$ cat config.mk
export PLATFORM = sky130hd
export DESIGN_NAME = adc_sel_shadow
export DESIGN_NICKNAME = d
export VERILOG_FILES = /design/src/rtl/adc_sel_pkg.sv /design/src/rtl/adc_sel_ctrl.sv /design/src/rtl/adc_sel_dp.sv /design/src/rtl/adc_sel_shadow.sv
export SDC_FILE = /design/constraint.sdc
export NUM_CORES = 1
export LEC_CHECK = 0
export ABC_AREA = 1
export BUFFER_PORTS_ARGS = -buffer_cell sky130_fd_sc_hd__buf_2
export CAP_MARGIN = 10
export CORE_ASPECT_RATIO = 1.75
export CORE_UTILIZATION = 40
export CTS_BUF_LIST = sky130_fd_sc_hd__clkbuf_4 sky130_fd_sc_hd__clkbuf_8 sky130_fd_sc_hd__clkbuf_16
export CTS_CLUSTER_SIZE = 8
export DETAILED_ROUTE_END_ITERATION = 8
export PLACE_DENSITY = 0.73
export SYNTH_ARGS = -nofsm -noshare
export SYNTH_HDL_FRONTEND = slang
export SYNTH_SLANG_ARGS = --single-unit
$ cat constraint.sdc
create_clock -name clk -period 1.9 [get_ports clk]
set_input_delay 0.38 -clock clk [delete_from_list [all_inputs] [get_ports clk]]
set_output_delay 0.38 -clock clk [all_outputs]
set_load 0.01 [all_outputs]
$ cat src/rtl/adc_sel_pkg.sv
package adc_sel_pkg;
  localparam int CHAN_W = 6;
  localparam int REF_W  = 2;
  localparam int SEL_W  = CHAN_W + REF_W;

  // reference in the upper bits, channel in the lower bits
  typedef struct packed {
    logic [REF_W-1:0]  refCode;
    logic [CHAN_W-1:0] chan;
  } selT;

  // strobes from the sequencer to the selection datapath
  typedef struct packed {
    logic track;     // shadow may load the software byte at this edge
    logic sample;    // capture the shadow as the conversion's selection
    logic complete;  // final cycle: conversion ends at this edge
  } seqStbT;
endpackage

$ cat src/rtl/adc_sel_ctrl.sv
module adc_sel_ctrl
  import adc_sel_pkg::*;
#(
  parameter int CONV_CYCLES = 13,
  parameter int SAMPLE_CYC  = 1
) (
  input  logic   clk,
  input  logic   rst_n,
  input  logic   adcEnable,
  input  logic   freeRun,
  input  logic   startWr,
  output logic   busy,
  output logic   convDone,
  output seqStbT seqStb
);
  localparam int CNT_W = $clog2(CONV_CYCLES);
  localparam logic [CNT_W-1:0] LAST_C   = CNT_W'(CONV_CYCLES - 1);
  localparam logic [CNT_W-1:0] SAMPLE_C = CNT_W'(SAMPLE_CYC);

  logic             busyQ;
  logic [CNT_W-1:0] cntQ;
  logic             startReqQ;
  logic             autoPrevQ;
  logic             releaseQ;

  logic lastCyc, autoFall, lockNow, beginConv;

  assign lastCyc   = busyQ && (cntQ == LAST_C);
  assign autoFall  = autoPrevQ && !freeRun;
  // frozen while converting, except final cycle, abort or mode exit
  assign lockNow   = busyQ && adcEnable && !lastCyc && !releaseQ;
  // start from request, R7 automatic restart
  assign beginConv = adcEnable && ((startReqQ && !busyQ) || (lastCyc && freeRun));

  always_ff @(posedge clk or negedge rst_n) begin
    if (!rst_n) begin
      busyQ     <= 1'b0;
      cntQ      <= '0;
      startReqQ <= 1'b0;
      autoPrevQ <= 1'b0;
      releaseQ  <= 1'b0;
    end else begin
      autoPrevQ <= freeRun;
      if (!adcEnable) begin
        // abort and forget any pending request
        busyQ     <= 1'b0;
        cntQ      <= '0;
        startReqQ <= 1'b0;
        releaseQ  <= 1'b0;
      end else if (beginConv) begin
        busyQ     <= 1'b1;
        cntQ      <= '0;
        startReqQ <= 1'b0;
        releaseQ  <= 1'b0;
      end else begin
        if (startWr && !busyQ) startReqQ <= 1'b1;
        if (lastCyc) begin
          busyQ <= 1'b0;
          cntQ  <= '0;
        end else if (busyQ) begin
          cntQ <= cntQ + 1'b1;
          if (autoFall) releaseQ <= 1'b1;
        end
      end
    end
  end

  assign busy            = busyQ;
  assign convDone        = lastCyc && adcEnable;
  assign seqStb.track    = !lockNow;
  assign seqStb.sample   = busyQ && adcEnable && (cntQ == SAMPLE_C);
  assign seqStb.complete = lastCyc && adcEnable;
endmodule

$ cat src/rtl/adc_sel_dp.sv
module adc_sel_dp
  import adc_sel_pkg::*;
(
  input  logic             clk,
  input  logic             rst_n,
  input  logic             selWe,
  input  logic [SEL_W-1:0] selWdata,
  input  logic             resultRd,
  input  seqStbT           seqStb,
  output selT              shadowSel,
  output selT              resultSel,
  output logic             discardFlag
);
  selT              cpuSelQ;
  selT              shadowQ;
  selT              resultQ;
  logic [REF_W-1:0] prevRefQ;
  logic             discardQ;

  always_ff @(posedge clk or negedge rst_n) begin
    if (!rst_n) begin
      cpuSelQ  <= '0;
      shadowQ  <= '0;
      resultQ  <= '0;
      prevRefQ <= '0;
      discardQ <= 1'b0;
    end else begin
      if (selWe) cpuSelQ <= selT'(selWdata);
      if (seqStb.track) shadowQ <= cpuSelQ;
      if (seqStb.sample) resultQ <= shadowQ;
      if (seqStb.complete) begin                 // completion wins over read
        prevRefQ <= resultQ.refCode;
        discardQ <= (resultQ.refCode != prevRefQ);
      end else if (resultRd) begin
        discardQ <= 1'b0;
      end
    end
  end

  assign shadowSel   = shadowQ;
  assign resultSel   = resultQ;
  assign discardFlag = discardQ;
endmodule

$ cat src/rtl/adc_sel_shadow.sv
module adc_sel_shadow
  import adc_sel_pkg::*;
#(
  parameter int CONV_CYCLES = 13,
  parameter int SAMPLE_CYC  = 1
) (
  input  logic              clk,
  input  logic              rst_n,
  input  logic              selWe,
  input  logic [SEL_W-1:0]  selWdata,
  input  logic              adcEnable,
  input  logic              freeRun,
  input  logic              startWr,
  input  logic              resultRd,
  output logic [CHAN_W-1:0] chanSel,
  output logic [REF_W-1:0]  refSel,
  output logic              busy,
  output logic              convDone,
  output logic [CHAN_W-1:0] resultChan,
  output logic [REF_W-1:0]  resultRef,
  output logic              discardFlag
);
  seqStbT seqStb;
  selT    shadowSel;
  selT    resultSel;

  adc_sel_ctrl #(.CONV_CYCLES(CONV_CYCLES), .SAMPLE_CYC(SAMPLE_CYC)) u_ctrl (
    .clk(clk), .rst_n(rst_n), .adcEnable(adcEnable), .freeRun(freeRun),
    .startWr(startWr), .busy(busy), .convDone(convDone), .seqStb(seqStb)
  );

  adc_sel_dp u_dp (
    .clk(clk), .rst_n(rst_n), .selWe(selWe), .selWdata(selWdata),
    .resultRd(resultRd), .seqStb(seqStb), .shadowSel(shadowSel),
    .resultSel(resultSel), .discardFlag(discardFlag)
  );

  assign chanSel    = shadowSel.chan;
  assign refSel     = shadowSel.refCode;
  assign resultChan = resultSel.chan;
  assign resultRef  = resultSel.refCode;
endmodule

After elaboration in Yosys (flattened, before gate mapping)
Index checks and enable logic that the tools add are counted.
- register bits after elaboration: 35
- output and inout port bits: 19
- logic and storage cells: 58
- add/sub/neg operators: 1
- equality and inequality tests: 9
- mux-type cells: 17
- reduce and logical (&&, ||, !) cells: 18
- operators with widths (cell ; count):
    two-way mux 4 bit ; 4
    two-way mux 1 bit ; 13
    != test 3 x 1 -> 1 bit (second input constant) ; 4
    logical AND 1 bit ; 11
    adder 4 x 1 -> 4 bit (second input constant) ; 1
    == test 4 x 1 -> 1 bit (second input constant) ; 1
    == test 4 bit (second input constant) ; 1
    logical NOT 1 bit ; 4
    != test 4 x 1 -> 1 bit (second input constant) ; 1
    != test 3 bit (second input constant) ; 1
    AND reduction 3 bit ; 1
    != test 2 bit ; 1
    nonzero test 2 bit ; 1
    logical OR 1 bit ; 1

Longest topological paths before layout
Gate-level depths: netlist (run 1).
- depth in word-level cells: 7
- depth in mapped cells: 8

By module
From an unflattened synthesis (run 1), not the netlist that was laid out.
- cell total of the unflattened synthesis: 155
- area, all modules: 1575.3 sq um
- modules (own cells, without submodules) (module ; times used ; cells each ; area each (sq um) ; sequential area each (sq um)):
    adc_sel_dp ; 1 ; 97 ; 1074.8 ; 675.6
    adc_sel_ctrl ; 1 ; 58 ; 500.5 ; 200.2

Least setup slack after synthesis (run 1)
No wires, ideal clock.
- path type: reg2out
- from: reg u_ctrl.cntQ[0]
- to: out convDone
- arrival: 1.021 ns
- data required time: 1.520 ns
- setup slack: 0.499 ns
- stages on the path, launching flop included: 7
- buffers on the path: 0
- cells stage by stage: dfrtp_1 -> inv_1 -> ha_1 -> nand2_1 -> nor2_4 -> nand2_1 -> inv_1
- cells in the longest elaborated chain, start to end: 3
- ends and longest elaborated chain (element ; RTL line ; text):
    from (decl) ; adc_sel_ctrl.sv:21 ; logic [CNT_W-1:0] cntQ;
    from (signal assigned) ; adc_sel_ctrl.sv:61 ; cntQ <= cntQ + 1'b1;
    == test 4 bit ; adc_sel_ctrl.sv:28 ; assign lastCyc = busyQ && (cntQ == LAST_C);
    logical AND 1 bit ; adc_sel_ctrl.sv:28 ;
    logical AND 1 bit ; adc_sel_ctrl.sv:69 ; assign convDone = lastCyc && adcEnable;
    to (decl) ; adc_sel_shadow.sv:18 ; output logic convDone,
Every way passes these cells.

Worst setup path after layout (run 1)
- from: reg u_ctrl.cntQ[1]
- to: out convDone
Same word-level chain as after synthesis.

==> impl_metrics.env, run 1 <==
export IMPL_status="finished clean"
export IMPL_nets=211
export IMPL_critical_path_arrival_ns=1.39
export IMPL_fin_tns_setup_ns=0
export IMPL_most_common_layout_cells="nand2_1, dfrtp_1, buf_2, inv_1, nand3_1"
export IMPL_grt_pass1_vias=1077
export IMPL_cts_root_buf="clkbuf_8"
export IMPL_syn_area_per_cell_sq_um=9.83
export IMPL_ant_nets=0
export IMPL_syn_num_nets=170
export IMPL_grt_pass1_wl_microns=4600
export IMPL_antenna_found_initial=0
export IMPL_hold_viol_final=0
export IMPL_critPathMaxStageDelay_ns=0.38
export IMPL_final_common_cell="nand2_1"
export IMPL_drt_wl_total_microns=2590
export IMPL_synth_cell_type_count=22
export IMPL_wl_per_cell_microns=10.8
export IMPL_grt_remaining_overflow=0
export IMPL_first_pass_iters=4
export IMPL_drcViolationCount=0
export IMPL_reg2regPathDepth=9
export IMPL_multiInputGateArea_sq_um=543
export IMPL_routed_via_density=4.58
export IMPL_pin_count=34
export IMPL_fin_crit_sh_pct=93.0
export IMPL_p_seq_share_pct=50.5
export IMPL_ys_warn_count=0
export IMPL_critPathSlowestCell="dfrtp_1"
export IMPL_rr_startpoint="u_ctrl.cntQ[0]$_DFFE_PN0P_"
export IMPL_ff2ff_setup_slack_ns=0.40
export IMPL_area_delta_synth_final_pct=22.6
export IMPL_rsz0062_at_grt="no"
export IMPL_p_per_area_nw_per_um2=983
export IMPL_crit_path_start_kind="flop"
export IMPL_slew_headroom_pct=49.9
export IMPL_worstHoldPathType="primary input to asynchronous set/reset pin"
export IMPL_p_leak_uw=0.000962
export IMPL_num_vias=1098
export IMPL_diodes=0
export IMPL_critical_path_cell_count=7
export IMPL_netlist_area_leader_share_pct=58.6
export IMPL_initial_core_util_pct=41.6
export IMPL_drt_iter0_markers=12
export IMPL_placed_cells=229
export IMPL_rows=29
export IMPL_syn_area_sq_um=1490
export IMPL_crit_buf_inv=3
export IMPL_fmax_mhz=566
export IMPL_startpoint="u_ctrl.cntQ[1]$_DFFE_PN0P_"
export IMPL_drv_slew=0
export IMPL_peakVddDrop_mv=0.689
export IMPL_p_comb_share_pct=17.1
export IMPL_p_total_uw=1800
export IMPL_htreeDepth=2
export IMPL_yosysTopAreaCell="dfrtp_1"
export IMPL_worstPathRequired_ns=1.52
export IMPL_setup_viol=0
export IMPL_gp_congestion=0.725
export IMPL_grt_start_max_net_pins=36
export IMPL_synthCells=152
export IMPL_min_period_ns=1.77
export IMPL_stdcell_count=240
export IMPL_p_sw_uw=487
export IMPL_synth_seq_area_share_pct=58.6
export IMPL_dpl_cell_area_sq_um=1700
export IMPL_p_int_uw=1310
export IMPL_p_sw_share_pct=27.1
export IMPL_hold_buffers=0
export IMPL_synth_area_leaders="dfrtp_1, nand2_1, mux2_2, nand3_1, inv_1"
export IMPL_die_area_sq_um=3990
export IMPL_path_cells="inv_1, ha_1, nand2_1, nor2_4, nand2_2, inv_2, buf_2"
export IMPL_rr_endpoint="u_dp.shadowSel[4]$_DFFE_PN0N_"
export IMPL_portBuffers=33
export IMPL_crit_path_max_fanout=5
export IMPL_worstSetupEndpointType="output pin"
export IMPL_cts_buffers=5
export IMPL_hpwl_microns=1920
export IMPL_finalInstanceArea_sq_um=1830
export IMPL_p_clk_share_pct=32.3
export IMPL_cts_tree="done"
export IMPL_die_w_microns=48.2
export IMPL_clk_path_buf_depth=2
export IMPL_cts_sinks=35
export IMPL_drive_above_1_share_pct=30.9
export IMPL_core_area_sq_um=3590
export IMPL_holdWs_ns=0.157
export IMPL_nFillCells=338
export IMPL_path_class="flop to output pin"
export IMPL_cp_top_family="flip-flops"
export IMPL_final_setup_skew_ns=0.00706
export IMPL_regArea_sq_um=876
export IMPL_worst_pin_slew_ns=0.752
export IMPL_max_cap_viol_count=0
export IMPL_clk_pin_slew_ns=0.07
export IMPL_worstSkewPairLatency_ns=0.28
export IMPL_die_y_microns=82.8
export IMPL_endpoint="convDone"
export IMPL_grt_usage_pct=15.9
export IMPL_ys_seq_elements=35
-- cell families after synthesis --
kind of cell	after synthesis	share of synthesized area [%]
buffers and inverters	18	5.19
AOI/OAI and AO/OA	11	3.68
and+or+nand+nor	73	21.6
DFF	35	58.6
adders and majority gates	3	2.51
xor gates and xnor gates	4	2.34
muxes	8	6.03
-- sequential cells by signal, indices dropped and copies added (netlist names), 2 cells and up --
register	count
u_dp.shadowSel	8
u_dp.prevRefQ	2
u_ctrl.cntQ	4
u_dp.resultSel	8
u_dp.cpuSelQ	8
-- how the worst min path moves through the flow --
| stage | startpoint | endpoint |
|---|---|---|
| finish | rst_n | u_dp.shadowSel[2]$_DFFE_PN0N_ |
| global route | rst_n | u_dp.resultSel[2]$_DFFE_PN0P_ |
| CTS | rst_n | u_dp.shadowSel[1]$_DFFE_PN0N_ |
| detailed placement | u_dp.cpuSelQ[6]$_DFFE_PN0P_ | u_dp.shadowSel[6]$_DFFE_PN0N_ |
| global placement | u_dp.cpuSelQ[1]$_DFFE_PN0P_ | u_dp.shadowSel[1]$_DFFE_PN0N_ |
| floorplan | rst_n | u_ctrl.autoPrevQ$_DFF_PN0_ |
-- power by group through the flow --
| stage | clock network, uW | logic, uW | registers [uW] |
|---|---|---|---|
| 3_3_place_gp | 0 | 299 | 925 |
| 3_5_place_dp | 0 | 306 | 927 |
| 6_report | 582 | 308 | 910 |
| 4_1_cts | 604 | 312 | 911 |
| 5_1_grt | 637 | 353 | 924 |
| 2_1_floorplan | 0 | 136 | 957 |
-- final cells by class --
type,count,area share (%)
flip-flops and latches,35,47.8
clock inverters,1,0.410
clock buffers,7,5.26
multi-input cells,99,29.6
repair buffers,37,10.7
inverters,15,3.07
well taps,46,3.14
-- metrics by stage --
stage	setup WS (ns)	utilization, %
after floorplan	0.499	-
after global placement	0.371	47.4
after detailed placement	0.334	47.4
after CTS	0.00938	50.5
after global routing	0.0208	51.0
final	0.133	51.0
-- cells in the mapped netlist --
| master | number |
|---|---|
| inv_2 | 1 |
| o21ai_0 | 3 |
| nor3b_1 | 1 |
| clkinv_1 | 1 |
| dfrtp_1 | 35 |
| nor2_4 | 1 |
| nand3_1 | 10 |
| buf_6 | 1 |
| nand3b_1 | 1 |
| nand2_1 | 50 |
| o21ai_1 | 7 |
| a21oi_1 | 1 |
| xnor2_1 | 4 |
| inv_1 | 13 |
| nor2_1 | 6 |
| ha_1 | 3 |
| mux2_2 | 8 |
| nor2_2 | 1 |
| nand3_4 | 1 |
| nand2_2 | 1 |
| nand4_1 | 1 |
| buf_2 | 2 |
-- timing repair --
item,in CTS,in global routing
pin swaps,0,1
gates resized for setup,0,2
setup buffers,1,2
endpoints found under the setup margin,1,1
-- layer usage --
layer,track usage [%],vias up,share of wire (%)
li1,-,564,-
met1,19.5,505,42
met2,24.8,23,53
met3,5.43,6,3.6
met4,5.81,0,1.7
met5,0,-,0
Note: power is estimated with default switching activity, not from simulation.
==> run 2: changes to the inputs <==
- CORE_UTILIZATION: 40 -> 59
- CTS_BUF_LIST: sky130_fd_sc_hd__clkbuf_4 sky130_fd_sc_hd__clkbuf_8 sky130_fd_sc_hd__clkbuf_16 -> sky130_fd_sc_hd__clkbuf_8
- PLACE_DENSITY: 0.73 -> 0.95
- SKIP_CTS_REPAIR_TIMING: not set -> 1
==> run 2 against run 1 <==
  * Maximum frequency grew 0.35%
  * Register-to-register slack worse by 0.23 ns
  * Routed wire length up 16%
  * Non-clock buffer count grew 2
  * Cell count down 7.9%
  * Via count increased by 6.4%
  * Design area decreased by 1.6%
  * Sequential share of layout area grew 0.80 points
  * Power is 3.2% lower
  * Largest power group unchanged
  * Critical path depth stayed put
  * Setup slack improved by 0.0061 ns
  * First-iteration DRC count increased to 2.5 times the previous value
==> impl_metrics.env, run 2 (same netlist as run 1, synthesis figures left out) <==
export IMPL_rows=23
export IMPL_diodes=0
export IMPL_regArea_sq_um=876
export IMPL_wl_per_cell_microns=13.6
export IMPL_placed_cells=208
export IMPL_cts_tree="done"
export IMPL_critical_path_arrival_ns=1.38
export IMPL_drv_slew=0
export IMPL_rr_endpoint="u_dp.shadowSel[2]$_DFFE_PN0N_"
export IMPL_hpwl_microns=2250
export IMPL_worstSetupEndpointType="output pin"
export IMPL_final_common_cell="nand2_1"
export IMPL_cts_sinks=35
export IMPL_ff2ff_setup_slack_ns=0.17
export IMPL_grt_start_max_net_pins=36
export IMPL_portBuffers=33
export IMPL_clk_path_buf_depth=2
export IMPL_finalWorstSetupSlack_ns=0.139
export IMPL_drive_above_1_share_pct=31.1
export IMPL_pin_count=34
export IMPL_clk_pin_slew_ns=0.07
export IMPL_die_area_sq_um=2750
export IMPL_path_class="flop to output pin"
export IMPL_status="finished clean"
export IMPL_antenna_found_initial=0
export IMPL_cts_buffers=5
export IMPL_cts_root_buf="clkbuf_8"
export IMPL_grt_pass1_vias=1137
export IMPL_slew_headroom_pct=50.9
export IMPL_peakVddDrop_mv=0.760
export IMPL_rr_startpoint="u_ctrl.cntQ[0]$_DFFE_PN0P_"
export IMPL_setup_viol=0
export IMPL_crit_path_start_kind="flop"
export IMPL_die_w_microns=40.0
export IMPL_grt_remaining_overflow=0
export IMPL_crit_path_max_fanout=5
export IMPL_critPathSlowestCell="dfrtp_1"
export IMPL_fin_crit_sh_pct=92.7
export IMPL_drt_wl_total_microns=3000
export IMPL_worstHoldPathType="primary input to asynchronous set/reset pin"
export IMPL_routed_via_density=5.29
export IMPL_p_leak_uw=0.000967
export IMPL_multiInputGateArea_sq_um=543
export IMPL_min_period_ns=1.76
export IMPL_ant_nets=0
export IMPL_reg2regPathDepth=10
export IMPL_worst_pin_slew_ns=0.737
export IMPL_area_delta_synth_final_pct=20.6
export IMPL_first_pass_iters=4
export IMPL_pre_cts_slack_ns=0.303
export IMPL_die_y_microns=68.6
export IMPL_final_setup_skew_ns=0.00924
export IMPL_most_common_layout_cells="nand2_1, dfrtp_1, buf_2, inv_1, nand3_1"
export IMPL_core_area_sq_um=2330
export IMPL_grt_pass1_wl_microns=4670
export IMPL_grt_usage_pct=26.4
export IMPL_nets=213
export IMPL_worstPathRequired_ns=1.52
export IMPL_finish_utilization_pct=77.3
export IMPL_drcViolationCount=0
export IMPL_stdcell_count=221
export IMPL_p_per_area_nw_per_um2=967
export IMPL_rsz0062_at_grt="no"
export IMPL_num_vias=1168
export IMPL_fmax_mhz=568
export IMPL_p_total_uw=1740
export IMPL_gp_congestion=0.723
export IMPL_path_cells="inv_1, ha_1, nand2_1, nor2_4, nand2_2, inv_2, buf_2"
export IMPL_worstSkewPairLatency_ns=0.29
export IMPL_max_cap_viol_count=0
export IMPL_nFillCells=165
export IMPL_critPathMaxStageDelay_ns=0.39
export IMPL_initial_core_util_pct=64.1
export IMPL_hold_viol_final=0
export IMPL_drt_iter0_markers=30
export IMPL_htreeDepth=2
-- run 2: changes by cell type in the layout (fill, tap and decap cells not counted) --
cell / before / now
clkinv_2: 0 / 1
buf_4: 4 / 6
clkbuf_8: 7 / 5
inv_1: 12 / 13
-- run 2: critical path: cells and delay by family (launching register included) --
family	cells	cell delay, ns
flip-flops	1	0.39
buffers and inverters	3	0.27
adder cells (fa/ha/maj)	1	0.14
AND/OR/NAND/NOR	3	0.30
-- run 2: worst max-delay path by stage --
stage | start | slack (ns) | end | cells after the start
6_report | u_ctrl.cntQ[1]$_DFFE_PN0P_ | 0.14 | convDone | 7
5_1_grt | u_ctrl.cntQ[0]$_DFFE_PN0P_ | 0.02 | u_dp.shadowSel[1]$_DFFE_PN0N_ | 10
4_1_cts | u_ctrl.cntQ[0]$_DFFE_PN0P_ | -0.001 | convDone | 7
3_5_place_dp | u_ctrl.cntQ[0]$_DFFE_PN0P_ | 0.30 | convDone | 7
3_3_place_gp | u_ctrl.cntQ[0]$_DFFE_PN0P_ | 0.37 | convDone | 7
2_1_floorplan | u_ctrl.cntQ[0]$_DFFE_PN0P_ | 0.50 | convDone | 6
-- run 2: cell type report --
type                            count  area share (%)
Multi-Input combinational cell     99            30.1
Inverter                           15            3.12
Tap cell                           25            1.74
Clock inverter                      3           0.903
Sequential cell                    35            48.6
Timing Repair Buffer               39            11.7
Clock buffer                        5            3.82
-- run 2: through the flow --
stage / hold WS [ns] / TNS [ns] / instance area, sq um
final: 0.150 / 0 / 1800
after global routing: 0.219 / 0 / 1800
after CTS: 0.167 / -0.00126 / 1760
after detailed placement: 0.462 / 0 / 1680
after global placement: 0.450 / 0 / 1680
after floorplan: 0.0844 / 0 / 1490
-- run 2: layer usage --
layer | routed length (microns) | GRT usage [%] | vias up
met5 | 0 | 0 | -
met4 | 119 | 18.1 | 0
met3 | 135 | 8.01 | 10
met2 | 1660 | 44.4 | 35
met1 | 1080 | 25.8 | 562
li1 | - | - | 561
-- run 2: where the power goes --
part           internal [uW]  leakage [uW]  total [uW]  switching [uW]
clock network            250     0.0000453         507             257
logic                    138      0.000481         316             178
registers                845      0.000441         919            74.4
